## src/rtl/i2c_mrx_seq.sv

```systemverilog
module i2c_mrx_seq #(
  parameter int QDIV = 4
) (
  input  logic       clk,
  input  logic       rst_n,
  input  logic       ctl_we,
  input  logic [7:0] ctl_wd,
  input  logic       dat_we,
  input  logic [7:0] dat_wd,
  input  logic       scl_i,
  input  logic       sda_i,
  output logic [7:0] ctl_q,
  output logic [7:0] dat_q,
  output logic [7:0] sta_q,
  output logic       irq,
  output logic       scl_oe,
  output logic       sda_oe,
  output logic       tx_mode
);
  localparam int CW = (QDIV > 1) ? $clog2(QDIV) : 1;

  typedef enum logic [2:0] {S_IDLE, S_START, S_HOLD, S_ADDR, S_RX, S_STOP} st_t;

  st_t st;
  logic cr2, en, sta, sto, si, aa, cr1, cr0;
  logic [7:0] dat, sh, sts;
  logic [CW-1:0] tcnt;
  logic [1:0] q;
  logic [3:0] bcnt;
  logic scl_drv, sda_drv, rep, need_addr, tx, rw, ackf;
  logic busy, tick;

  assign busy = (st == S_START) || (st == S_ADDR) || (st == S_RX) || (st == S_STOP);
  assign tick = busy && (tcnt == CW'(QDIV - 1));

  assign ctl_q   = {cr2, en, sta, sto, si, aa, cr1, cr0};
  assign dat_q   = dat;
  assign sta_q   = sts;
  assign irq     = si;
  assign scl_oe  = scl_drv;
  assign sda_oe  = sda_drv;
  assign tx_mode = tx;

  always_ff @(posedge clk or negedge rst_n) begin
    if (!rst_n) tcnt <= '0;
    else if (!busy || tick) tcnt <= '0;
    else tcnt <= tcnt + 1'b1;
  end

  always_ff @(posedge clk or negedge rst_n) begin
    if (!rst_n) begin
      {cr2, en, sta, sto, si, aa, cr1, cr0} <= '0;
      dat <= '0; sh <= '0; sts <= 8'hF8;
      st <= S_IDLE; q <= '0; bcnt <= '0;
      scl_drv <= 1'b0; sda_drv <= 1'b0;
      rep <= 1'b0; need_addr <= 1'b0; tx <= 1'b0; rw <= 1'b0; ackf <= 1'b0;
    end else begin
      if (ctl_we) begin
        {cr2, en, sta, sto} <= ctl_wd[7:4];
        {aa, cr1, cr0} <= ctl_wd[2:0];
        if (!ctl_wd[3]) si <= 1'b0;
      end
      if (dat_we) dat <= dat_wd;

      if (!en) begin
        st <= S_IDLE; q <= '0;
        scl_drv <= 1'b0; sda_drv <= 1'b0;
        si <= 1'b0; sts <= 8'hF8; tx <= 1'b0; need_addr <= 1'b0;
      end else begin
        case (st)
          S_IDLE: if (sta && !si && scl_i && sda_i) begin
            st <= S_START; rep <= 1'b0; q <= '0;
          end

          S_HOLD: if (!si) begin
            q <= '0;
            if (sto) st <= S_STOP;
            else if (sta) begin st <= S_START; rep <= 1'b1; end
            else if (need_addr) begin
              st <= S_ADDR; sh <= dat; bcnt <= '0; need_addr <= 1'b0;
            end else if (!tx) begin
              st <= S_RX; bcnt <= '0;
            end
          end

          S_START: if (tick) begin
            q <= q + 2'd1;
            case (q)
              2'd0: sda_drv <= 1'b0;
              2'd1: scl_drv <= 1'b0;
              2'd2: sda_drv <= 1'b1;
              default: begin
                scl_drv <= 1'b1; sta <= 1'b0; si <= 1'b1;
                sts <= rep ? 8'h10 : 8'h08;
                need_addr <= 1'b1; st <= S_HOLD;
              end
            endcase
          end

          S_ADDR, S_RX: if (tick) begin
            q <= q + 2'd1;
            case (q)
              2'd0: begin
                if (bcnt == 4'd8) begin
                  sda_drv <= (st == S_RX) & aa;
                  if (st == S_RX) ackf <= aa;
                end else begin
                  sda_drv <= (st == S_ADDR) & ~sh[7];
                end
              end
              2'd1: scl_drv <= 1'b0;
              2'd2: begin
                if (st == S_ADDR && bcnt < 4'd8 && sh[7] && !sda_i) begin
                  scl_drv <= 1'b0; sda_drv <= 1'b0;
                  si <= 1'b1; sts <= 8'h38; tx <= 1'b0;
                  need_addr <= 1'b0; st <= S_IDLE;
                end else if (bcnt == 4'd8) begin
                  if (st == S_ADDR) ackf <= ~sda_i;
                end else begin
                  if (st == S_ADDR && bcnt == 4'd7) rw <= sh[7];
                  sh <= {sh[6:0], sda_i};
                end
              end
              default: begin
                scl_drv <= 1'b1;
                if (bcnt == 4'd8) begin
                  si <= 1'b1; st <= S_HOLD;
                  if (st == S_RX) begin
                    dat <= sh;
                    sts <= ackf ? 8'h50 : 8'h58;
                  end else begin
                    tx <= ~rw;
                    sts <= rw ? (ackf ? 8'h40 : 8'h48) : (ackf ? 8'h18 : 8'h20);
                  end
                end else begin
                  bcnt <= bcnt + 4'd1;
                end
              end
            endcase
          end

          S_STOP: if (tick) begin
            q <= q + 2'd1;
            case (q)
              2'd0: sda_drv <= 1'b1;
              2'd1: scl_drv <= 1'b0;
              2'd2: sda_drv <= 1'b0;
              default: begin
                sto <= 1'b0; sts <= 8'hF8; tx <= 1'b0;
                need_addr <= 1'b0; st <= S_IDLE;
              end
            endcase
          end

          default: st <= S_IDLE;
        endcase
      end
    end
  end
endmodule

```

## config.mk

```make
export PLATFORM = sky130hd
export DESIGN_NAME = i2c_mrx_seq
export DESIGN_NICKNAME = d
export VERILOG_FILES = /design/src/rtl/i2c_mrx_seq.sv
export SDC_FILE = /design/constraint.sdc
export NUM_CORES = 1
export LEC_CHECK = 0
export BUFFER_PORTS_ARGS = -buffer_cell sky130_fd_sc_hd__buf_4
export CAP_MARGIN = 20
export CORE_ASPECT_RATIO = 1.1
export CORE_UTILIZATION = 52
export DETAILED_ROUTE_END_ITERATION = 10
export GPL_ROUTABILITY_DRIVEN = 1
export PLACE_DENSITY = 0.77
export SLEW_MARGIN = 40
export SYNTH_ARGS = -nofsm -noshare
export SYNTH_HDL_FRONTEND = slang
export SYNTH_SLANG_ARGS = --single-unit
export TNS_END_PERCENT = 20
```

## constraint.sdc

```tcl
create_clock -name clk -period 3.3 [get_ports clk]
set_input_delay 0.825 -clock clk [delete_from_list [all_inputs] [get_ports clk]]
set_output_delay 0.825 -clock clk [all_outputs]
set_load 0.02 [all_outputs]
```

==> results.ini, run 1 <==
[run_status]
status = finished, final reports clean

[cts]
post_cts_buffers = 0
cts_buffer_depth = 2
cts_made_buffers = 5
post_cts_resized = 0
cts_tree = built
cts.sinks = 47
cts_root_buf = clkbuf_8
clk_latency_ns = 0.30
clk_pin_slew_ns = 0.08
h-tree-depth = 2
cts-hold-fix-buffers = 0

[placement]
placed_cells = 439
detailedPlacementHpwl_mm = 5.23
dpl_cell_area_sq_um = 3420
port_buffers = 46
dpl_worst_slack_ns = 0.715
gp_congestion = 0.977

[setup_path]
r2r-start = st[1]
cp_max_fo = 22
worstSetupStartpointType = flip-flop
regToRegSetupSlack_ns = 0.76
crit_type = reg -> reg
reg2reg_to = bcnt[3]
crit_start = st[1]
required_ns = 3.49
reg2reg_depth = 5
crit_path_end_kind = flip-flop
crit_end = bcnt[3]
cp.arrival_ns = 2.73

[finish]
fin_nets = 400
layout_common_cells = nand2_1 (54), buf_4 (51), dfrtp_1 (41)
areaGrowthSynthToFinish_pct = 14.1
final_common_cell = nand2_1
drive_gt1_frac = 0.246
antennaDiodeCount = 0
final_cells = 447
fin_area_sq_um = 3540
post-route-util = 0.613

[global_route]
grtUsageTotal = 0.255
grt_pass1_vias = 2583
grt_pass1_wl_mm = 12.5
grt_max_degree = 48
overflow = 0
antenna_found_initial = 0

[synth]
synth_area_sq_um = 3100
async_flop_share = 1.00
syn_avg_cell_area_sq_um = 9.12
synth_edf_count = 0
synthFlopType = dfrtp_1
synth.distinct_cells = 64
synthesis.instances = 340
ys_ff_latch = 47
ys_warn_count = 0
seq_area_frac_synth = 0.382

[timing]
slew_headroom = 0.489
tns_ns = 0
clock.fmax_mhz = 393
setup_violations = 0
worst_hold_slack_ns = 0.440
fin_crit_sh = 0.771
min_period_ns = 2.54
finalClockSkew_ns = 0.00549
finalHoldViolations = 0
worst_pin_slew_ns = 0.767
layout_setup_ws_ns = 0.757
rsz0062_at_grt = no
slew_viol_final = 0

[floorplanning]
start_util = 0.537
fp.dieArea_sq_um = 6270
dieHeight_um = 83.0
fp.dieW_um = 75.6
ios = 50
row_count = 29
core_area_sq_um = 5770

[power_and_ir_drop]
p_clk_frac = 0.216
vdd_drop_max_mv = 0.255
p_leak_nw = 1.57
internal_power_mw = 1.25
p_seq_frac = 0.404
combPwrFrac = 0.380
switching_share = 0.386
total_power_mw = 2.03
p_switching_uw = 784
power.density_nw_per_um2 = 574

[job]
max_cap_viol_count = 0

[routing]
final_antenna_net_count = 0
num_vias = 2652
post_drt_via_cell_ratio = 5.93
wl_per_cell_um = 16.2
wirelength_mm = 7.22
firstDrtPassIters = 4
drt_drc_violations_left = 0
drt_iter0_markers = 292

[hold_path]
hp-class = reg -> reg

-- how the worst min path moves through the flow --
| stage | endpoint | startpoint | depth (start not counted) | slack (ns) |
|---|---|---|---|---|
| 2_1_floorplan | tcnt[0] | tcnt[0] | 1 | 0.41 |
| 3_3_place_gp | tcnt[0] | tcnt[0] | 1 | 0.43 |
| 3_5_place_dp | tcnt[0] | tcnt[0] | 1 | 0.43 |
| 4_1_cts | tcnt[0] | tcnt[0] | 1 | 0.44 |
| 5_1_grt | tcnt[0] | tcnt[0] | 1 | 0.46 |
| 6_report | tcnt[0] | tcnt[0] | 1 | 0.44 |
-- power by group through the flow --
stage | Sequential [mW] | Combinational (mW) | Clock, mW
finish | 0.819 | 0.771 | 0.439
global route | 0.835 | 0.856 | 0.471
CTS | 0.815 | 0.769 | 0.447
detailed placement | 0.827 | 0.764 | 0
global placement | 0.824 | 0.751 | 0
floorplan | 0.783 | 0.576 | 0
-- state kept, by name (all words and copies together), names as in the netlist, 2 cells and up --
register / count
st: 3
sta_q: 5
sh: 8
q: 2
bcnt: 4
dat_q: 8
tcnt: 2
-- critical path, stage by stage, from the launching register on --
cell and delay [ns]:
dfrtp_1 0.67, nand2b_1 0.33, o21ai_4 0.51, a31oi_1 0.26
or2_2 0.36, o41ai_1 0.31
-- per-layer routing --
metal	vias to the layer above	routed length (um)	track usage
li1	1261	-	-
met1	1280	3150	0.352
met2	94	3540	0.404
met3	17	361	0.0376
met4	0	172	0.0859
met5	-	0	0
-- cell usage after synthesis, types with 4 or more instances --
master	n	area, sq um
nand2_1	54	203
dfrtp_1	42	1050
o21ai_0	26	130
nor2_1	19	71.3
a21oi_1	15	75.1
mux2_2	14	158
mux2i_1	14	140
buf_4	11	82.6
buf_2	9	45.0
clkbuf_1	9	33.8
ha_1	9	113
inv_1	9	33.8
nand3_1	8	40.0
nand2b_1	7	43.8
nor2b_1	6	37.5
dfstp_2	5	131
and2_1	4	25.0
-- logic make-up after synthesis --
family | synth area share
adder cells (fa/ha/maj) | 0.0363
flip-flops | 0.382
other | 0.00121
AND/OR/NAND/NOR | 0.203
AO/OA/AOI/OAI | 0.205
buffers and inverters | 0.0666
multiplexers | 0.107
-- final cells by class --
class / instances / area (sq um)
fill: 504 / 2230
multi-input combinational: 254 / 1720
sequential: 47 / 1180
timing repair buffer: 51 / 383
tap: 77 / 96.3
clock buffer: 6 / 82.6
inverter: 10 / 37.5
clock inverter: 2 / 35.0
(Power assumes the default switching activity.)
==> inputs of run 2 (changes only) <==
==> constraint.sdc (replaced) <==
create_clock -name clk -period 2.5 [get_ports clk]
set_input_delay 0.625 -clock clk [delete_from_list [all_inputs] [get_ports clk]]
set_output_delay 0.625 -clock clk [all_outputs]
set_load 0.02 [all_outputs]
==> results.ini, run 2 (synthesized netlist as in run 1, its figures left out) <==
[global_route]
grt_max_degree = 48
antenna_found_initial = 0
grt_pass1_vias = 2570
grtUsageTotal = 0.268
grt_pass1_wl_mm = 12.8
overflow = 0

[timing]
fin_crit_sh = 0.920
rsz0062_at_grt = no
finalClockSkew_ns = 0.00908
setup_violations = 0
finalHoldViolations = 0
slew_headroom = 0.497
min_period_ns = 2.30
tns_ns = 0
clock.fmax_mhz = 435
layout_setup_ws_ns = 0.200
worst_pin_slew_ns = 0.754
slew_viol_final = 0

[cts]
h-tree-depth = 2
clk_latency_ns = 0.31
cts_root_buf = clkbuf_8
cts_tree = built
post_cts_resized = 0
cts.sinks = 47
cts_buffer_depth = 2
post_cts_buffers = 0
cts-hold-fix-buffers = 0
clk_pin_slew_ns = 0.10
cts_made_buffers = 5

[setup_path]
crit_path_end_kind = flip-flop
worstSetupStartpointType = flip-flop
required_ns = 2.75
reg2reg_to = sta_q[7]
cp.arrival_ns = 2.55
r2r-start = st[0]
crit_type = reg -> reg
reg2reg_depth = 5
cp_max_fo = 18
regToRegSetupSlack_ns = 0.20

[routing]
wl_per_cell_um = 16.6
wirelength_mm = 7.77
post_drt_via_cell_ratio = 6.03
drt_drc_violations_left = 0
final_antenna_net_count = 0
drt_iter0_markers = 320
num_vias = 2817
firstDrtPassIters = 5

[floorplanning]
row_count = 29
start_util = 0.537
dieHeight_um = 83.0
fp.dieArea_sq_um = 6270
core_area_sq_um = 5770
fp.dieW_um = 75.6
ios = 50

[finish]
areaGrowthSynthToFinish_pct = 18.7
layout_common_cells = buf_4 (70), nand2_1 (54), dfrtp_1 (42)
fillers = 491
final_common_cell = buf_4
fin_nets = 420
drive_gt1_frac = 0.282
antennaDiodeCount = 0

[run_status]
status = finished, final reports clean

[power_and_ir_drop]
p_switching_mw = 1.10
p_clk_frac = 0.188
combPwrFrac = 0.430
p_seq_frac = 0.382
switching_share = 0.404
power.density_nw_per_um2 = 741
p_leak_nw = 1.67
internal_power_mw = 1.62
vdd_drop_max_mv = 0.343

[job]
max_cap_viol_count = 0

[placement]
dpl_worst_slack_ns = 0.139
port_buffers = 46
gp_congestion = 0.903
detailedPlacementHpwl_mm = 5.60

[hold_path]
hp-class = in -> async

## run 2: cell count changes in the layout (fill, tap and decap cells not counted), sizes merged
cell,delta
buf,+20
clkinvlp,+1
bufinv,-1
## run 2: how the worst max path moves through the flow
stage          start        to
2_1_floorplan  sda_i  sta_q[7]
3_3_place_gp   sda_i  sta_q[7]
3_5_place_dp   sda_i  sta_q[7]
4_1_cts        st[0]  sta_q[7]
5_1_grt         q[0]  sta_q[7]
6_report       st[0]  sta_q[7]
## run 2: final cells by class
type / instances / area [sq um] / share of cell area
clock buffer: 6 / 82.6 / 0.0224
clock inverter: 2 / 16.3 / 0.00442
inverter: 10 / 37.5 / 0.0102
multi-input combinational: 254 / 1720 / 0.467
sequential: 47 / 1180 / 0.321
tap: 77 / 96.3 / 0.0262
timing repair buffer: 71 / 546 / 0.148
## run 2: per-layer routing
layer / vias up / routed length [um] / track usage
met5: - / 0 / 0
met4: 0 / 210 / 0.108
met3: 18 / 415 / 0.0510
met2: 112 / 3820 / 0.407
met1: 1382 / 3330 / 0.370
li1: 1305 / - / -
## run 2: stage by stage
stage / power, mW / util / hold slack, ns / instance area, sq um / std cells
floorplan: 1.79 / - / 0.329 / 3110 / 342
global placement: 2.19 / 0.620 / 0.429 / 3580 / 459
finish: 2.73 / 0.638 / 0.296 / 3680 / 467
CTS: 2.72 / 0.638 / 0.336 / 3680 / 467
detailed placement: 2.20 / 0.620 / 0.444 / 3580 / 459
global route: 2.88 / 0.638 / 0.362 / 3680 / 467
## run 2: power by group through the flow
stage          clock network, mW  logic (mW)  registers (mW)
6_report                   0.513        1.17            1.04
5_1_grt                    0.536        1.29            1.05
2_1_floorplan                  0       0.760            1.03
4_1_cts                    0.516        1.16            1.04
3_3_place_gp                   0        1.13            1.05
3_5_place_dp                   0        1.15            1.05
## run 2: critical path: stages (launching register included)
cell and delay (ns):
dfrtp_1 0.84, nand4b_1 0.27, a2bb2oi_2 0.24, o311ai_4 0.35
nand2_1 0.16, a221o_1 0.38
==> inputs of run 3 (changes only) <==
--- a/config.mk
+++ b/config.mk
@@ -5,6 +5,7 @@
 export SDC_FILE = /design/constraint.sdc
 export NUM_CORES = 1
 export LEC_CHECK = 0
+export ABC_AREA = 1
 export BUFFER_PORTS_ARGS = -buffer_cell sky130_fd_sc_hd__buf_4
 export CAP_MARGIN = 20
 export CORE_ASPECT_RATIO = 1.1
==> results.ini, run 3 <==
[run_status]
status = finished, final reports clean

[setup_path]
crit_path_end_kind = flip-flop
worstSetupStartpointType = flip-flop
r2r-start = st[0]
cp_max_fo = 33
reg2reg_to = sh[4]
crit_type = reg -> reg
regToRegSetupSlack_ns = 0.46
reg2reg_depth = 8
crit_end = sh[4]
cp.arrival_ns = 2.24
crit_start = st[0]
required_ns = 2.70

[global_route]
grt_pass1_wl_mm = 12.2
antenna_found_initial = 0
overflow = 0
grt_max_degree = 48
grt_pass1_vias = 2661
grtUsageTotal = 0.249

[placement]
gp_congestion = 0.959
port_buffers = 46
detailedPlacementHpwl_mm = 5.35

[routing]
wirelength_mm = 7.04
drt_iter0_markers = 298
firstDrtPassIters = 6
post_drt_via_cell_ratio = 5.25
drt_drc_violations_left = 0
wl_per_cell_um = 12.8
num_vias = 2893
final_antenna_net_count = 0

[synth]
synthesis.instances = 440
ys_top_cells_by_area = dfrtp_1 (34%), nand2_1 (15%), nand3_1 (6.9%), nor2_1 (5.1%), inv_1 (4.6%)
async_flop_share = 1.00
synth_area_sq_um = 3110
synth.most_common_cell = nand2_1
synth_largest_area_cell = dfrtp_1
synthFlopType = dfrtp_1
synth_edf_count = 0
seq_area_frac_synth = 0.381
ys_ff_latch = 47
synthDominantCellAreaShare = 0.338
syn_avg_cell_area_sq_um = 7.06
synth.distinct_cells = 37
ys_warn_count = 0
yosys-top-cells-count = nand2_1 (125), nand3_1 (43), dfrtp_1 (42), nor2_1 (42), inv_1 (38)

[floorplanning]
ios = 50
row_count = 29
dieHeight_um = 83.1
fp.dieArea_sq_um = 6290
fp.dieW_um = 75.7
start_util = 0.538
core_area_sq_um = 5770

[cts]
clk_latency_ns = 0.30
cts.sinks = 47
cts_root_buf = clkbuf_8
cts-hold-fix-buffers = 0
cts_tree = built
h-tree-depth = 2
post_cts_resized = 0
post_cts_buffers = 0
clk_pin_slew_ns = 0.09
cts_buffer_depth = 2
cts_made_buffers = 5

[timing]
finalClockSkew_ns = 0.0108
worst_pin_slew_ns = 0.592
fin_crit_sh = 0.817
slew_headroom = 0.605
setup_violations = 0
finalHoldViolations = 0
worst_hold_slack_ns = 0.320
rsz0062_at_grt = no
tns_ns = 0
slew_viol_final = 0
min_period_ns = 2.04
clock.fmax_mhz = 489

[power_and_ir_drop]
p_leak_nw = 1.80
vdd_drop_max_mv = 0.539
power.density_nw_per_um2 = 841

[finish]
fin_nets = 504
areaGrowthSynthToFinish_pct = 13.0
drive_gt1_frac = 0.192
final_common_cell = nand2_1
antennaDiodeCount = 0
fillers = 532
layout_common_cells = nand2_1 (125), buf_4 (48), nand3_1 (43)

[job]
max_cap_viol_count = 0

[hold_path]
hp-class = in -> async

==> run 3: worst min-delay path by stage <==
stage / end / from / slack, ns
after global routing: tx_mode / rst_n / 0.38
after global placement: tcnt[0] / tcnt[0] / 0.42
final: tx_mode / rst_n / 0.32
after floorplan: aa / rst_n / 0.33
after detailed placement: tcnt[0] / tcnt[0] / 0.43
after CTS: tx_mode / rst_n / 0.34
==> run 3: layout make-up <==
class	count	area, sq um	share of cell area
Clock inverter	2	16.3	0.00463
Sequential cell	47	1180	0.337
Tap cell	77	96.3	0.0274
Clock buffer	6	82.6	0.0235
Timing Repair Buffer	48	360	0.103
Multi-Input combinational cell	325	1600	0.456
Inverter	46	173	0.0492
==> run 3: through the flow <==
step / std cells / utilization / power, mW / worst slack [ns] / instance area, sq um
after detailed placement: 543 / 0.592 / 2.47 / 0.480 / 3410
after global routing: 551 / 0.609 / 3.19 / 0.218 / 3510
final: 551 / 0.609 / 2.95 / 0.457 / 3510
after CTS: 551 / 0.609 / 2.97 / 0.469 / 3510
after floorplan: 442 / - / 2.11 / 0.940 / 3110
after global placement: 543 / 0.592 / 2.44 / 0.542 / 3410
==> run 3: critical path, stage by stage (launching register included) <==
cell and delay (ns):
dfrtp_1 0.53, nor2_2 0.23, nand2_2 0.13, nand2_4 0.29, nand2_1 0.17, a21oi_4 0.29
nand3b_4 0.17, nand2_1 0.09, nand2_1 0.05
==> run 3: logic make-up (layout without fill, tap and decap cells) <==
group / after synthesis / count (layout) / share of synthesized area
AO/OA/AOI/OAI: 72 / 72 / 0.127
buffers and inverters: 70 / 102 / 0.106
AND/OR/NAND/NOR: 241 / 241 / 0.349
other: 1 / 3 / 0.00121
adder cells (fa/ha/maj): 9 / 9 / 0.0362
flip-flops: 47 / 47 / 0.381
==> run 3: routing by layer <==
metal	up-vias	wire, um	part of all wire	track usage
met3	12	366	0.052	0.0352
li1	1478	-	-	-
met1	1310	3170	0.45	0.363
met5	-	0	0	0
met4	0	119	0.017	0.0673
met2	93	3390	0.48	0.384
==> run 3: power breakdown <==
group	switching, mW	leakage, nW	total, mW	internal, mW
logic	0.830	1.15	1.29	0.462
clock network	0.267	0.0474	0.493	0.226
registers	0.186	0.597	1.17	0.984
total	1.28	1.80	2.95	1.67
